==> src/rtl/tsi_cpu_pkg.sv <==
package tsi_cpu_pkg;

  // memory-select codes held in control bits 4:3
  typedef enum logic [1:0] {
    SEL_DATA    = 2'b00,
    SEL_RSVD    = 2'b01,
    SEL_CONN_LO = 2'b10,
    SEL_CONN_HI = 2'b11
  } memSel_e;

  // source of the byte presented on the read bus next cycle
  typedef enum logic [2:0] {
    SRC_NONE    = 3'd0,
    SRC_CTRL    = 3'd1,
    SRC_DATA    = 3'd2,
    SRC_CONN_LO = 3'd3,
    SRC_CONN_HI = 3'd4
  } rdSrc_e;

  // strobes from the decoder to the datapath
  typedef struct packed {
    logic   ctrlWr;
    logic   dmRd;
    logic   cmlRd;
    logic   cmlWr;
    logic   cmhRd;
    logic   cmhWr;
    rdSrc_e rdSrc;
  } accStrobes_t;

  // control register bit positions
  localparam int unsigned SPLIT_BIT = 7;
  localparam int unsigned PE_BIT    = 6;
  localparam int unsigned RSVD_BIT  = 5;
  localparam int unsigned SEL_LO    = 3;

endpackage

==> src/rtl/tsi_cpu_decode.sv <==
module tsi_cpu_decode
  import tsi_cpu_pkg::*;
(
  input  logic        winSel,
  input  logic        cpuRd,
  input  logic        cpuWr,
  input  logic        splitMode,
  input  memSel_e     memSel,
  output accStrobes_t stb
);

  logic doRd;
  logic doWr;

  // a write outranks a read sampled in the same cycle
  assign doWr = cpuWr;
  assign doRd = cpuRd & ~cpuWr;

  always_comb begin
    stb       = '0;
    stb.rdSrc = SRC_NONE;
    if (!winSel) begin
      stb.ctrlWr = doWr;
      if (doRd) stb.rdSrc = SRC_CTRL;
    end else begin
      if (doRd) begin
        if (splitMode) begin
          stb.dmRd  = 1'b1;
          stb.rdSrc = SRC_DATA;
        end else begin
          unique case (memSel)
            SEL_DATA:    begin stb.dmRd  = 1'b1; stb.rdSrc = SRC_DATA;    end
            SEL_CONN_LO: begin stb.cmlRd = 1'b1; stb.rdSrc = SRC_CONN_LO; end
            SEL_CONN_HI: begin stb.cmhRd = 1'b1; stb.rdSrc = SRC_CONN_HI; end
            default:     stb.rdSrc = SRC_NONE;
          endcase
        end
      end
      // data memory has no write path; reserved code drops the write
      unique case (memSel)
        SEL_CONN_LO: stb.cmlWr = doWr;
        SEL_CONN_HI: stb.cmhWr = doWr;
        default:     ;
      endcase
    end
  end

endmodule

==> src/rtl/tsi_cpu_datapath.sv <==
module tsi_cpu_datapath
  import tsi_cpu_pkg::*;
#(
  parameter int unsigned CHAN_BITS   = 5,
  parameter int unsigned STREAM_BITS = 3,
  parameter int unsigned DATA_W      = 8,
  localparam int unsigned MEM_AW     = CHAN_BITS + STREAM_BITS
)(
  input  logic                 clk,
  input  logic                 rstN,
  input  logic [CHAN_BITS-1:0] chanSel,
  input  logic [DATA_W-1:0]    cpuWrData,
  input  accStrobes_t          stb,
  input  logic [DATA_W-1:0]    dmRdData,
  input  logic [DATA_W-1:0]    cmlRdData,
  input  logic [DATA_W-1:0]    cmhRdData,
  output logic [DATA_W-1:0]    ctrlReg,
  output logic [MEM_AW-1:0]    memAddr,
  output logic [DATA_W-1:0]    memWrData,
  output logic [DATA_W-1:0]    cpuRdData
);

  // bits that hold state; reserved bit is forced low
  localparam logic [DATA_W-1:0] CTRL_MASK = ~(DATA_W'(1) << RSVD_BIT);

  rdSrc_e            rdSrcQ;
  logic [DATA_W-1:0] ctrlSnapQ;

  always_ff @(posedge clk) begin
    if (!rstN) begin
      ctrlReg   <= '0;
      rdSrcQ    <= SRC_NONE;
      ctrlSnapQ <= '0;
    end else begin
      if (stb.ctrlWr) ctrlReg <= cpuWrData & CTRL_MASK;
      rdSrcQ <= stb.rdSrc;
      if (stb.rdSrc == SRC_CTRL) ctrlSnapQ <= ctrlReg;
    end
  end

  assign memAddr   = {ctrlReg[STREAM_BITS-1:0], chanSel};
  assign memWrData = cpuWrData;

  always_comb begin
    unique case (rdSrcQ)
      SRC_CTRL:    cpuRdData = ctrlSnapQ;
      SRC_DATA:    cpuRdData = dmRdData;
      SRC_CONN_LO: cpuRdData = cmlRdData;
      SRC_CONN_HI: cpuRdData = cmhRdData;
      default:     cpuRdData = '0;
    endcase
  end

endmodule

==> src/rtl/tsi_cpu_port.sv <==
module tsi_cpu_port
  import tsi_cpu_pkg::*;
#(
  parameter int unsigned CHAN_BITS   = 5,
  parameter int unsigned STREAM_BITS = 3,
  parameter int unsigned DATA_W      = 8,
  localparam int unsigned MEM_AW     = CHAN_BITS + STREAM_BITS
)(
  input  logic                 clk,
  input  logic                 rstN,
  input  logic [CHAN_BITS:0]   cpuAddr,
  input  logic [DATA_W-1:0]    cpuWrData,
  input  logic                 cpuRd,
  input  logic                 cpuWr,
  output logic [DATA_W-1:0]    cpuRdData,
  output logic                 procEnable,
  output logic [MEM_AW-1:0]    memAddr,
  output logic [DATA_W-1:0]    memWrData,
  output logic                 dmRdEn,
  input  logic [DATA_W-1:0]    dmRdData,
  output logic                 cmlRdEn,
  output logic                 cmlWrEn,
  input  logic [DATA_W-1:0]    cmlRdData,
  output logic                 cmhRdEn,
  output logic                 cmhWrEn,
  input  logic [DATA_W-1:0]    cmhRdData
);

  accStrobes_t       stb;
  logic [DATA_W-1:0] ctrlReg;

  tsi_cpu_decode i_decode (
    .winSel    (cpuAddr[CHAN_BITS]),
    .cpuRd     (cpuRd),
    .cpuWr     (cpuWr),
    .splitMode (ctrlReg[SPLIT_BIT]),
    .memSel    (memSel_e'(ctrlReg[SEL_LO+1:SEL_LO])),
    .stb       (stb)
  );

  tsi_cpu_datapath #(
    .CHAN_BITS   (CHAN_BITS),
    .STREAM_BITS (STREAM_BITS),
    .DATA_W      (DATA_W)
  ) i_datapath (
    .clk       (clk),
    .rstN      (rstN),
    .chanSel   (cpuAddr[CHAN_BITS-1:0]),
    .cpuWrData (cpuWrData),
    .stb       (stb),
    .dmRdData  (dmRdData),
    .cmlRdData (cmlRdData),
    .cmhRdData (cmhRdData),
    .ctrlReg   (ctrlReg),
    .memAddr   (memAddr),
    .memWrData (memWrData),
    .cpuRdData (cpuRdData)
  );

  assign procEnable = ctrlReg[PE_BIT];
  assign dmRdEn     = stb.dmRd;
  assign cmlRdEn    = stb.cmlRd;
  assign cmlWrEn    = stb.cmlWr;
  assign cmhRdEn    = stb.cmhRd;
  assign cmhWrEn    = stb.cmhWr;

endmodule

==> config.mk <==
export PLATFORM = sky130hd
export DESIGN_NAME = tsi_cpu_port
export DESIGN_NICKNAME = d
export VERILOG_FILES = /design/src/rtl/tsi_cpu_pkg.sv /design/src/rtl/tsi_cpu_decode.sv /design/src/rtl/tsi_cpu_datapath.sv /design/src/rtl/tsi_cpu_port.sv
export SDC_FILE = /design/constraint.sdc
export NUM_CORES = 1
export LEC_CHECK = 0
export BUFFER_PORTS_ARGS = -buffer_cell sky130_fd_sc_hd__buf_4
export CAP_MARGIN = 20
export CORE_ASPECT_RATIO = 1.5
export CORE_MARGIN = 3
export CORE_UTILIZATION = 28
export DETAILED_ROUTE_END_ITERATION = 8
export PLACE_DENSITY = 0.54
export SETUP_SLACK_MARGIN = 0.05
export SLEW_MARGIN = 20
export SYNTH_ARGS = -nofsm -noshare
export SYNTH_HDL_FRONTEND = slang
export SYNTH_SLANG_ARGS = --single-unit
==> constraint.sdc <==
create_clock -name clk -period 1.7 [get_ports clk]
set_input_delay 0.17 -clock clk [delete_from_list [all_inputs] [get_ports clk]]
set_output_delay 0.17 -clock clk [all_outputs]
set_load 0.01 [all_outputs]
# Yosys cells after proc, flatten, opt, wreduce, memory -nomap -nowiden
# Cells that the tools add are included.
# word_totals
out_inout_bits	30
wordCells	31
ff_bits	17
# op_classes
mux	18
bitwise	2
eq_ne	7
reduce_logical	1
# op_table
operator	n
$pmux W8 S4	1
$mux W1	11
$mux W3	3
$pmux W3 S3	1
$eq A3 B1 Y1 const B	2
$eq A3 B2 Y1 const B	2
$mux W5	1
$eq A2 B2 Y1 const B	2
$eq A3 B3 Y1 const B	1
$logic_not A2 Y1	1
$mux W2	1
$and A1 B1 Y1	1
$not A1 Y1	1

# Depth between registers and ports, before layout
# Gate-level depths: netlist (run 1).
# depth
word_depth	6
ltp_mapped	4
depth_no_buf	3

# By module
# A second synthesis (run 1) with hierarchy kept.
# unflattened
cells_unflattened	134
hier_area_um2	1186.1
# by_module_without_submodules
module	seq_area_each_um2	cells_per_inst	area_per_inst_um2	n_inst
tsi_cpu_datapath	340.3	116	1084.8	1
tsi_cpu_decode	0.0	18	101.3	1

# Worst setup path before layout (run 1)
# OpenSTA, ideal clock, no wires.
# synth_path
path_type	flip-flop to output port
from	reg i_datapath.rdSrcQ[0]
to	out cpuRdData[5]
arrival_ps	1004
setup_slack_ps	526
path_stages_with_launch	3
required_time_ps	1530
path_cell_list	dfxtp_1 -> mux2_2 -> a32o_1
# synth_via
elab_chain_len	2
elab_cells_between_ends	5
classes_between	eq/ne: 4; mux: 1
# synth_rtl
element	line_no	text
start, declared	tsi_cpu_datapath.sv:26	rdSrc_e rdSrcQ;
start signal, assigned	tsi_cpu_datapath.sv:36	rdSrcQ <= stb.rdSrc;
$eq A3 B3 Y1 (tied with other cells)	tsi_cpu_datapath.sv:45	unique case (rdSrcQ)
$pmux W8 S4 *	tsi_cpu_datapath.sv:45	
end, declared	tsi_cpu_port.sv:15	output logic [DATA_W-1:0] cpuRdData,
# Every way passes the cells marked *; elsewhere a longest branch is shown, timed or not.

# Final worst setup path (run 1)
# layout_path
from	reg i_datapath.rdSrcQ[1]
to	out cpuRdData[3]
# The elaborated chain is that of the path after synthesis.

==> flow_metrics.tcl, run 1 <==
set metrics [dict create \
    reg2reg_slack_ps 760 \
    drive_gt1_frac 0.456 \
    crit_path_max_fanout 10 \
    dr.pass1.iters 2 \
    routed_wl_um 2490 \
    setup_viol 0 \
    hold_depth 3 \
    cts_made_buffers 3 \
    cts_root_buf "clkbuf_8" \
    initialDrtViolationCount 26 \
    portBuffers 59 \
    track_usage 0.109 \
    vias_per_cell 4.58 \
    hold_buffers 0 \
    min_period_over_period 0.913 \
    powerDensity_nw_per_um2 580 \
    synthDistinctLibCells 27 \
    design.die.area_um2 4740 \
    grt_remaining_overflow 0 \
    crit_start "i_datapath.rdSrcQ[1]" \
    htree_levels 1 \
    fmax_ghz 0.645 \
    max_slew_margin 0.664 \
    pre_cts_slack_ps 271 \
    antenna_found_initial 0 \
    fp.dieH_um 82.8 \
    finClkSkew_ps 0.540 \
    drc 0 \
    multiInputGateArea_um2 582 \
    n_antenna_cell 0 \
    maxSlewViolCount 0 \
    wl_per_cell_um 11.7 \
    criticalPathCategory "flip-flop to primary output" \
    max-vdd-ir-drop_mv 0.295 \
    clk_pin_slew_ps 60 \
    syn_area_um2 1100 \
    syn-instance-count 125 \
    r2r-start "i_datapath.ctrlReg[7]" \
    endpoint_kind "primary output" \
    synth-seq-cells 17 \
    vias 971 \
    ys.warnings.count 0 \
    timing_hold_violations_final 0 \
    setup_tns_ps 0 \
    ff2ff_path_depth 3 \
    crit_required_ps 1530 \
    ios 72 \
    fillers 393 \
    drtAntennaViolNets 0 \
    grt_pass1_vias 949 \
    worstReg2RegEnd "i_datapath.rdSrcQ[0]" \
    hold_class "primary input to flip-flop" \
    final.min_clock_period_ps 1550 \
    cp-endpoint "cpuRdData[3]" \
    status "complete, no violations" \
    die_w_um 57.2 \
    dp_hpwl_um 2080 \
    rsz0062_at_grt "yes" \
    regArea_um2 343 \
    final_nets 212 \
    tightest_slew_ps 503 \
    syn2layout_area_growth_pct 38.8 \
    coreArea_um2 3720 \
    cp.arrival_ps 1380 \
    critPathLaunchType "flip-flop" \
    grt_pass1_wl_um 4180 \
    cts_tree "built" \
    start_util 0.296 \
    leakage_nw 0.714 \
    syn_nets 167 \
    clock_latency_ps 250 \
    yosysSeqAreaShare 0.309 \
    layout_setup_ws_ps 149 \
    grt_max_degree 25 \
    max_cap_violations 0 \
    syn_area_per_cell_um2 8.81 \
    clock_sinks 17 \
    row_count 27 \
    cts.path.max_buffers 2 \
    gp_congestion 0.834 \
]
-- flip-flops by register name, summed over array words and instances, names as in the netlist --
name / flops
i_datapath.ctrlReg: 7
i_datapath.ctrlSnapQ: 7
i_datapath.rdSrcQ: 3
-- synth_stat cells, drive strengths merged --
library cell,count,share of area
dfxtp,17,0.31
nor2b,8,0.048
o2111a,1,0.010
buf,21,0.15
mux2,1,0.010
o211a,1,0.0091
inv,9,0.031
o21ai,7,0.032
nor3,1,0.015
a21o,7,0.048
and2b,1,0.0068
nand4bb,1,0.010
clkbuf,1,0.0034
nor3b,1,0.017
nand2b,3,0.019
nand2,9,0.031
o32ai,7,0.056
a32o,1,0.0091
and2,1,0.0057
o21a,1,0.0068
nand3,7,0.032
mux2i,14,0.13
nor2,5,0.017
-- cells by family after synthesis --
kind of cell,synth area share
simple gates,0.201
flops,0.309
mux,0.137
buf+inv,0.182
compound gates,0.170
-- placed cells by master, fill, tap and decap left out, types with 2 or more instances in the layout --
master    synthesis  routed
clkbuf_8          0       3
o32ai_1           7       5
nor2_1            5       5
o32ai_2           0       2
dfxtp_2           0       2
o21ai_0           7       7
nor2b_1           7       7
a21o_1            7       7
inv_1             9       9
dfxtp_1          17      15
buf_4            18      61
nand2b_2          1       2
nand2_1           9       9
nand3_1           7       7
mux2i_1          14      13
-- what timing repair did --
item | CTS | global route
endpoints found under the setup margin | 8 | 8
buffers inserted | 2 | 0
gates resized for setup | 0 | 7
pin swaps | 1 | 0
-- routing by layer --
metal  GRT usage  routed length, um  vias to the layer above
met2       0.194               1250                       50
li1            -                  -                      507
met4      0.0570                 55                        0
met3      0.0249                226                        6
met5           0                  0                        -
met1       0.116                951                      408
-- worst min-delay path by stage --
stage	endpoint	slack [ps]	startpoint
floorplan	i_datapath.ctrlSnapQ[0]	320	rstN
global placement	memAddr[1]	340	cpuAddr[1]
detailed placement	memAddr[1]	340	cpuAddr[1]
CTS	i_datapath.ctrlReg[0]	190	cpuWrData[0]
global route	i_datapath.ctrlReg[0]	190	cpuWrData[0]
finish	i_datapath.ctrlReg[0]	190	cpuWrData[0]
-- critical path, stage by stage, from the launching register on --
cell and delay (ps):
dfxtp_1 320, buf_6 170, nand2b_2 140, o32ai_1 280
a21o_1 120, buf_4 110
-- cell type report --
type | instances | area share
Clock buffer | 3 | 0.0270
Clock inverter | 1 | 0.00328
Inverter | 9 | 0.0221
Multi-Input combinational cell | 77 | 0.381
Sequential cell | 17 | 0.224
Tap cell | 43 | 0.0352
Timing Repair Buffer | 62 | 0.307
-- where the power goes --
| part | total, mW | internal (mW) | switching [mW] |
|---|---|---|---|
| logic | 0.174 | 0.106 | 0.0680 |
| clock network | 0.291 | 0.162 | 0.129 |
| registers | 0.421 | 0.410 | 0.0111 |
| total | 0.886 | 0.678 | 0.208 |
-- through the flow --
step | cell area, um^2 | total power [mW] | hold WS (ps) | util | cells
CTS | 1500 | 0.895 | 186 | 0.404 | 212
detailed placement | 1440 | 0.603 | 340 | 0.387 | 206
finish | 1530 | 0.886 | 189 | 0.411 | 212
global placement | 1440 | 0.601 | 340 | 0.387 | 206
floorplan | 1100 | 0.531 | 317 | - | 125
global route | 1530 | 0.931 | 194 | 0.411 | 212
No activity file was read; power rests on OpenSTA's default activity.
==> run 2: changes to the inputs <==
Settings changed: CELL_PAD_IN_SITES_DETAIL_PLACEMENT set to 0, CELL_PAD_IN_SITES_GLOBAL_PLACEMENT set to 1, PLACE_DENSITY 0.54 to 0.75.
==> run 2 against run 1 <==
Count of clock-buffer cells in the layout is 1 higher. Fmax shrank 2.7%. Cell count shrank 0.94%. Combinational power about the same. Critical endpoint is now cpuRdData[5].
==> flow_metrics.tcl, run 2 (synthesis gave the netlist of run 1 again) <==
set metrics [dict create \
    status "complete, no violations" \
    coreArea_um2 3720 \
    leakage_nw 0.698 \
    grt_remaining_overflow 0 \
    maxSlewViolCount 0 \
    max_cap_violations 0 \
    design.die.area_um2 4740 \
    ff2ff_path_depth 3 \
    finClkSkew_ps 0.499 \
    wl_per_cell_um 11.8 \
    stdcell_area_um2 1500 \
    r2r-start "i_datapath.ctrlReg[7]" \
    syn2layout_area_growth_pct 36.5 \
    top_regs "i_datapath.ctrlReg x7, i_datapath.ctrlSnapQ x7, i_datapath.rdSrcQ x3" \
    pre_cts_slack_ps 294 \
    criticalPathCategory "flip-flop to primary output" \
    grt_max_degree 25 \
    utilization 0.404 \
    regArea_um2 342 \
    gp_congestion 0.875 \
    grt_pass1_vias 900 \
    routed_wl_um 2470 \
    tightest_slew_ps 505 \
    cp-endpoint "cpuRdData[5]" \
    crit_start "i_datapath.rdSrcQ[0]" \
    row_count 27 \
    die_w_um 57.2 \
    setup_tns_ps 0 \
    reg2reg_slack_ps 770 \
    portBuffers 59 \
    max_slew_margin 0.663 \
    drive_gt1_frac 0.431 \
    crit_path_max_fanout 4 \
    clk_pin_slew_ps 60 \
    dp_hpwl_um 2000 \
    cts_made_buffers 3 \
    worstReg2RegEnd "i_datapath.rdSrcQ[0]" \
    placed_cell_area_um2 1440 \
    final.min_clock_period_ps 1600 \
    final_nets 210 \
    dr.pass1.iters 2 \
    n_antenna_cell 0 \
    cp.arrival_ps 1430 \
    layout_setup_ws_ps 105 \
    track_usage 0.103 \
    hold_class "primary input to flip-flop" \
    cts.path.max_buffers 2 \
    vias 963 \
    initialDrtViolationCount 29 \
    antenna_found_initial 0 \
    fp.dieH_um 82.8 \
    final_common_cell "buf_4" \
    grt_pass1_wl_um 4020 \
    cts_root_buf "clkbuf_8" \
    setup_viol 0 \
    fillers 379 \
    mostFrequentLayoutCells "59 x buf_4, 16 x dfxtp_1, 13 x mux2i_1, 9 x inv_1, 9 x nand2_1" \
    timing_hold_violations_final 0 \
    ios 72 \
    multiInputGateArea_um2 574 \
    drtAntennaViolNets 0 \
    drc 0 \
    clock_sinks 17 \
    endpoint_kind "primary output" \
    start_util 0.296 \
    rsz0062_at_grt "yes" \
    critPathLaunchType "flip-flop" \
    hold_buffers 0 \
    powerDensity_nw_per_um2 584 \
    max-vdd-ir-drop_mv 0.282 \
    clock_latency_ps 240 \
    min_period_over_period 0.938 \
    crit_required_ps 1530 \
    cts_tree "built" \
    fmax_ghz 0.627 \
    htree_levels 1 \
    vias_per_cell 4.59 \
]
run 2: changes by cell type in the layout (fill, tap and decap cells not counted), sizes merged:
cell    change
buf         -2
clkinv      -1
clkbuf      +1
run 2: power breakdown:
group	switching, mW	leakage (nW)	internal, mW
sequential	0.0109	0.139	0.410
clock	0.116	0.0228	0.166
combinational	0.0688	0.536	0.105
run 2: worst min path at each step:
| stage | from | endpoint | slack [ps] | cells past startpoint |
|---|---|---|---|---|
| after detailed placement | cpuAddr[4] | memAddr[4] | 340 | 0 |
| after global placement | cpuAddr[4] | memAddr[4] | 340 | 0 |
| after floorplan | rstN | i_datapath.ctrlSnapQ[0] | 320 | 2 |
| after CTS | cpuWrData[2] | i_datapath.ctrlReg[2] | 190 | 3 |
| final | cpuWrData[2] | i_datapath.ctrlReg[2] | 200 | 3 |
| after global routing | cpuWrData[4] | i_datapath.ctrlReg[4] | 210 | 3 |
run 2: metrics by stage:
step | cells | hold slack (ps) | power [mW]
after floorplan | 125 | 317 | 0.531
after global placement | 206 | 340 | 0.600
after detailed placement | 206 | 340 | 0.603
after CTS | 210 | 192 | 0.890
after global routing | 210 | 207 | 0.930
final | 210 | 199 | 0.877
run 2: layout make-up:
cell class / instances / area share
sequential: 17 / 0.227
clock buffer: 4 / 0.0300
inverter: 9 / 0.0225
timing repair buffer: 60 / 0.302
tap: 43 / 0.0358
multi-input combinational: 77 / 0.382
run 2: timing repair:
| item | in CTS | in global routing |
|---|---|---|
| endpoints found under the setup margin | 8 | 8 |
| resized for setup | 1 | 4 |
| setup buffers | 0 | 0 |
| gates cloned | 0 | 0 |
| pin swaps | 1 | 1 |
| endpoints found under the hold margin | 0 | 0 |
run 2: critical path, stage by stage, from the launching register on:
cell,delay (ps)
dfxtp_1,440
mux2_2,360
a32o_1,250
buf_4,140
run 2: layer usage:
metal  track usage  wire length [um]
met3        0.0295               267
met1         0.122              1010
met4        0.0338                18
met2         0.173              1170
met5             0                 0
==> run 3: changes to the inputs <==
==> constraint.sdc (replaced) <==
create_clock -name clk -period 1.7 [get_ports clk]
set_input_delay 0.085 -clock clk [delete_from_list [all_inputs] [get_ports clk]]
set_output_delay 0.085 -clock clk [all_outputs]
set_load 0.01 [all_outputs]
==> run 3 against run 2 <==
Final area is 1.3% lower. First-iteration DRC count is 14% lower. Largest cell class unchanged. Setup slack better by 19 ps. Critical endpoint is now cpuRdData[7]. Global-route usage is 0.18 points higher. Power is 0.32% higher. Die area stayed put. Fmax is 1.2% higher. Core utilization is 0.54 points lower. Critical path depth is 1 higher. Count of clock-buffer cells in the layout is 1 lower. Largest power group unchanged.
==> flow_metrics.tcl, run 3 (synthesis gave the netlist of run 1 again) <==
set metrics [dict create \
    ios 72 \
    final_cells 209 \
    grt_pass1_wl_um 4080 \
    dr.pass1.iters 4 \
    multiInputGateArea_um2 563 \
    routed_wl_um 2490 \
    fmax_ghz 0.635 \
    clock_latency_ps 240 \
    placed_cells 205 \
    setup_viol 0 \
    n_antenna_cell 0 \
    fp.dieH_um 82.8 \
    rsz0062_at_grt "no" \
    cts_root_buf "clkbuf_8" \
    drc 0 \
    coreArea_um2 3720 \
    crit_required_ps 1620 \
    utilization 0.399 \
    fillers 397 \
    die_w_um 57.2 \
    cts.path.max_buffers 2 \
    placed_cell_area_um2 1430 \
    criticalPathCategory "flip-flop to primary output" \
    critPathLaunchType "flip-flop" \
    portBuffers 59 \
    max_slew_margin 0.675 \
    maxSlewViolCount 0 \
    final_common_cell "buf_4" \
    grt_remaining_overflow 0 \
    grt_pass1_vias 935 \
    endpoint_kind "primary output" \
    crit_path_max_fanout 10 \
    max_cap_violations 0 \
    track_usage 0.104 \
    vias 969 \
    drive_gt1_frac 0.428 \
    cp.arrival_ps 1490 \
    finClkSkew_ps 2.16 \
    wl_per_cell_um 11.9 \
    critPathSlowestCell "dfxtp_2" \
    clk_pin_slew_ps 60 \
    crit_buf_inv 1 \
    cts_tree "built" \
    max-vdd-ir-drop_mv 0.325 \
    final_nets 209 \
    antenna_found_initial 0 \
    final.min_clock_period_ps 1580 \
    status "complete, no violations" \
    min_period_over_period 0.927 \
    htree_levels 1 \
    design.die.area_um2 4740 \
    dp_hpwl_um 2000 \
    slowest_delay_ps 520 \
    tightest_slew_ps 487 \
    drtAntennaViolNets 0 \
    crit_chain "nand2b_2 -> o32ai_1 -> a21o_1 -> buf_4" \
    top_regs "i_datapath.ctrlReg x7, i_datapath.ctrlSnapQ x7, i_datapath.rdSrcQ x3" \
    report.power.total_mw 0.880 \
    setup_tns_ps 0 \
    grt_max_degree 25 \
    vias_per_cell 4.64 \
    regArea_um2 343 \
    initialDrtViolationCount 25 \
    timing_hold_violations_final 0 \
    start_util 0.296 \
    mostFrequentLayoutCells "59 x buf_4, 15 x dfxtp_1, 14 x mux2i_1, 9 x inv_1, 9 x nand2_1" \
    gp_congestion 0.858 \
    stdcell_area_um2 1480 \
    cp_top_family "flip-flops" \
    postCtsSetupBuffers 0 \
    cts_made_buffers 3 \
    syn2layout_area_growth_pct 34.7 \
    powerDensity_nw_per_um2 593 \
    leakage_nw 0.692 \
    clock_sinks 17 \
    hold_class "primary input to flip-flop" \
    row_count 27 \
]
run 3: layout make-up:
cell class	count	share of cell area
clock buffers	3	0.0278
clock inverters	1	0.00338
inverters	9	0.0228
multi-input cells	77	0.380
flip-flops and latches	17	0.231
well taps	43	0.0363
repair buffers	59	0.299
run 3: power by group:
| group | leakage (nW) | total, mW | internal (mW) | switching [mW] |
|---|---|---|---|---|
| sequential | 0.139 | 0.424 | 0.410 | 0.0137 |
| clock | 0.0255 | 0.287 | 0.162 | 0.125 |
| combinational | 0.528 | 0.169 | 0.104 | 0.0654 |
| total | 0.692 | 0.880 | 0.676 | 0.204 |
run 3: timing repair:
item,in CTS,in global routing
pin swaps,0,1
hold buffers,0,0
resized for setup,1,2
endpoints found under the setup margin,7,8
gates cloned,0,0
run 3: worst register-to-register path: cells and delay by family (launching register included):
family | cells | cell delay (ps)
DFF | 1 | 400
and+or+nand+nor | 2 | 240
AOI/OAI and AO/OA | 1 | 180
run 3: final timing paths:
path | startpoint | endpoint | slack, ps | depth (start not counted)
worst max-delay path | i_datapath.rdSrcQ[1] | cpuRdData[7] | 120 | 4
worst min-delay path | cpuWrData[2] | i_datapath.ctrlReg[2] | 110 | 3
worst max register to register | i_datapath.ctrlReg[7] | i_datapath.rdSrcQ[0] | 780 | 3
worst min register to register | i_datapath.ctrlSnapQ[4] | i_datapath.ctrlSnapQ[4] | 460 | 2
run 3: per-layer routing:
metal,global-route usage,routed length [um],vias up,part of all wire
li1,-,-,500,-
met1,0.121,1030,419,0.41
met2,0.176,1190,46,0.48
met3,0.0311,241,4,0.097
met4,0.0401,19,0,0.0076
met5,0,0,-,0
run 3: metrics by stage:
stage | hold slack (ps) | setup WS, ps
2_1_floorplan | 232 | 611
3_3_place_gp | 170 | 298
3_5_place_dp | 170 | 209
4_1_cts | 101 | 94.0
5_1_grt | 102 | 55.5
6_report | 106 | 124
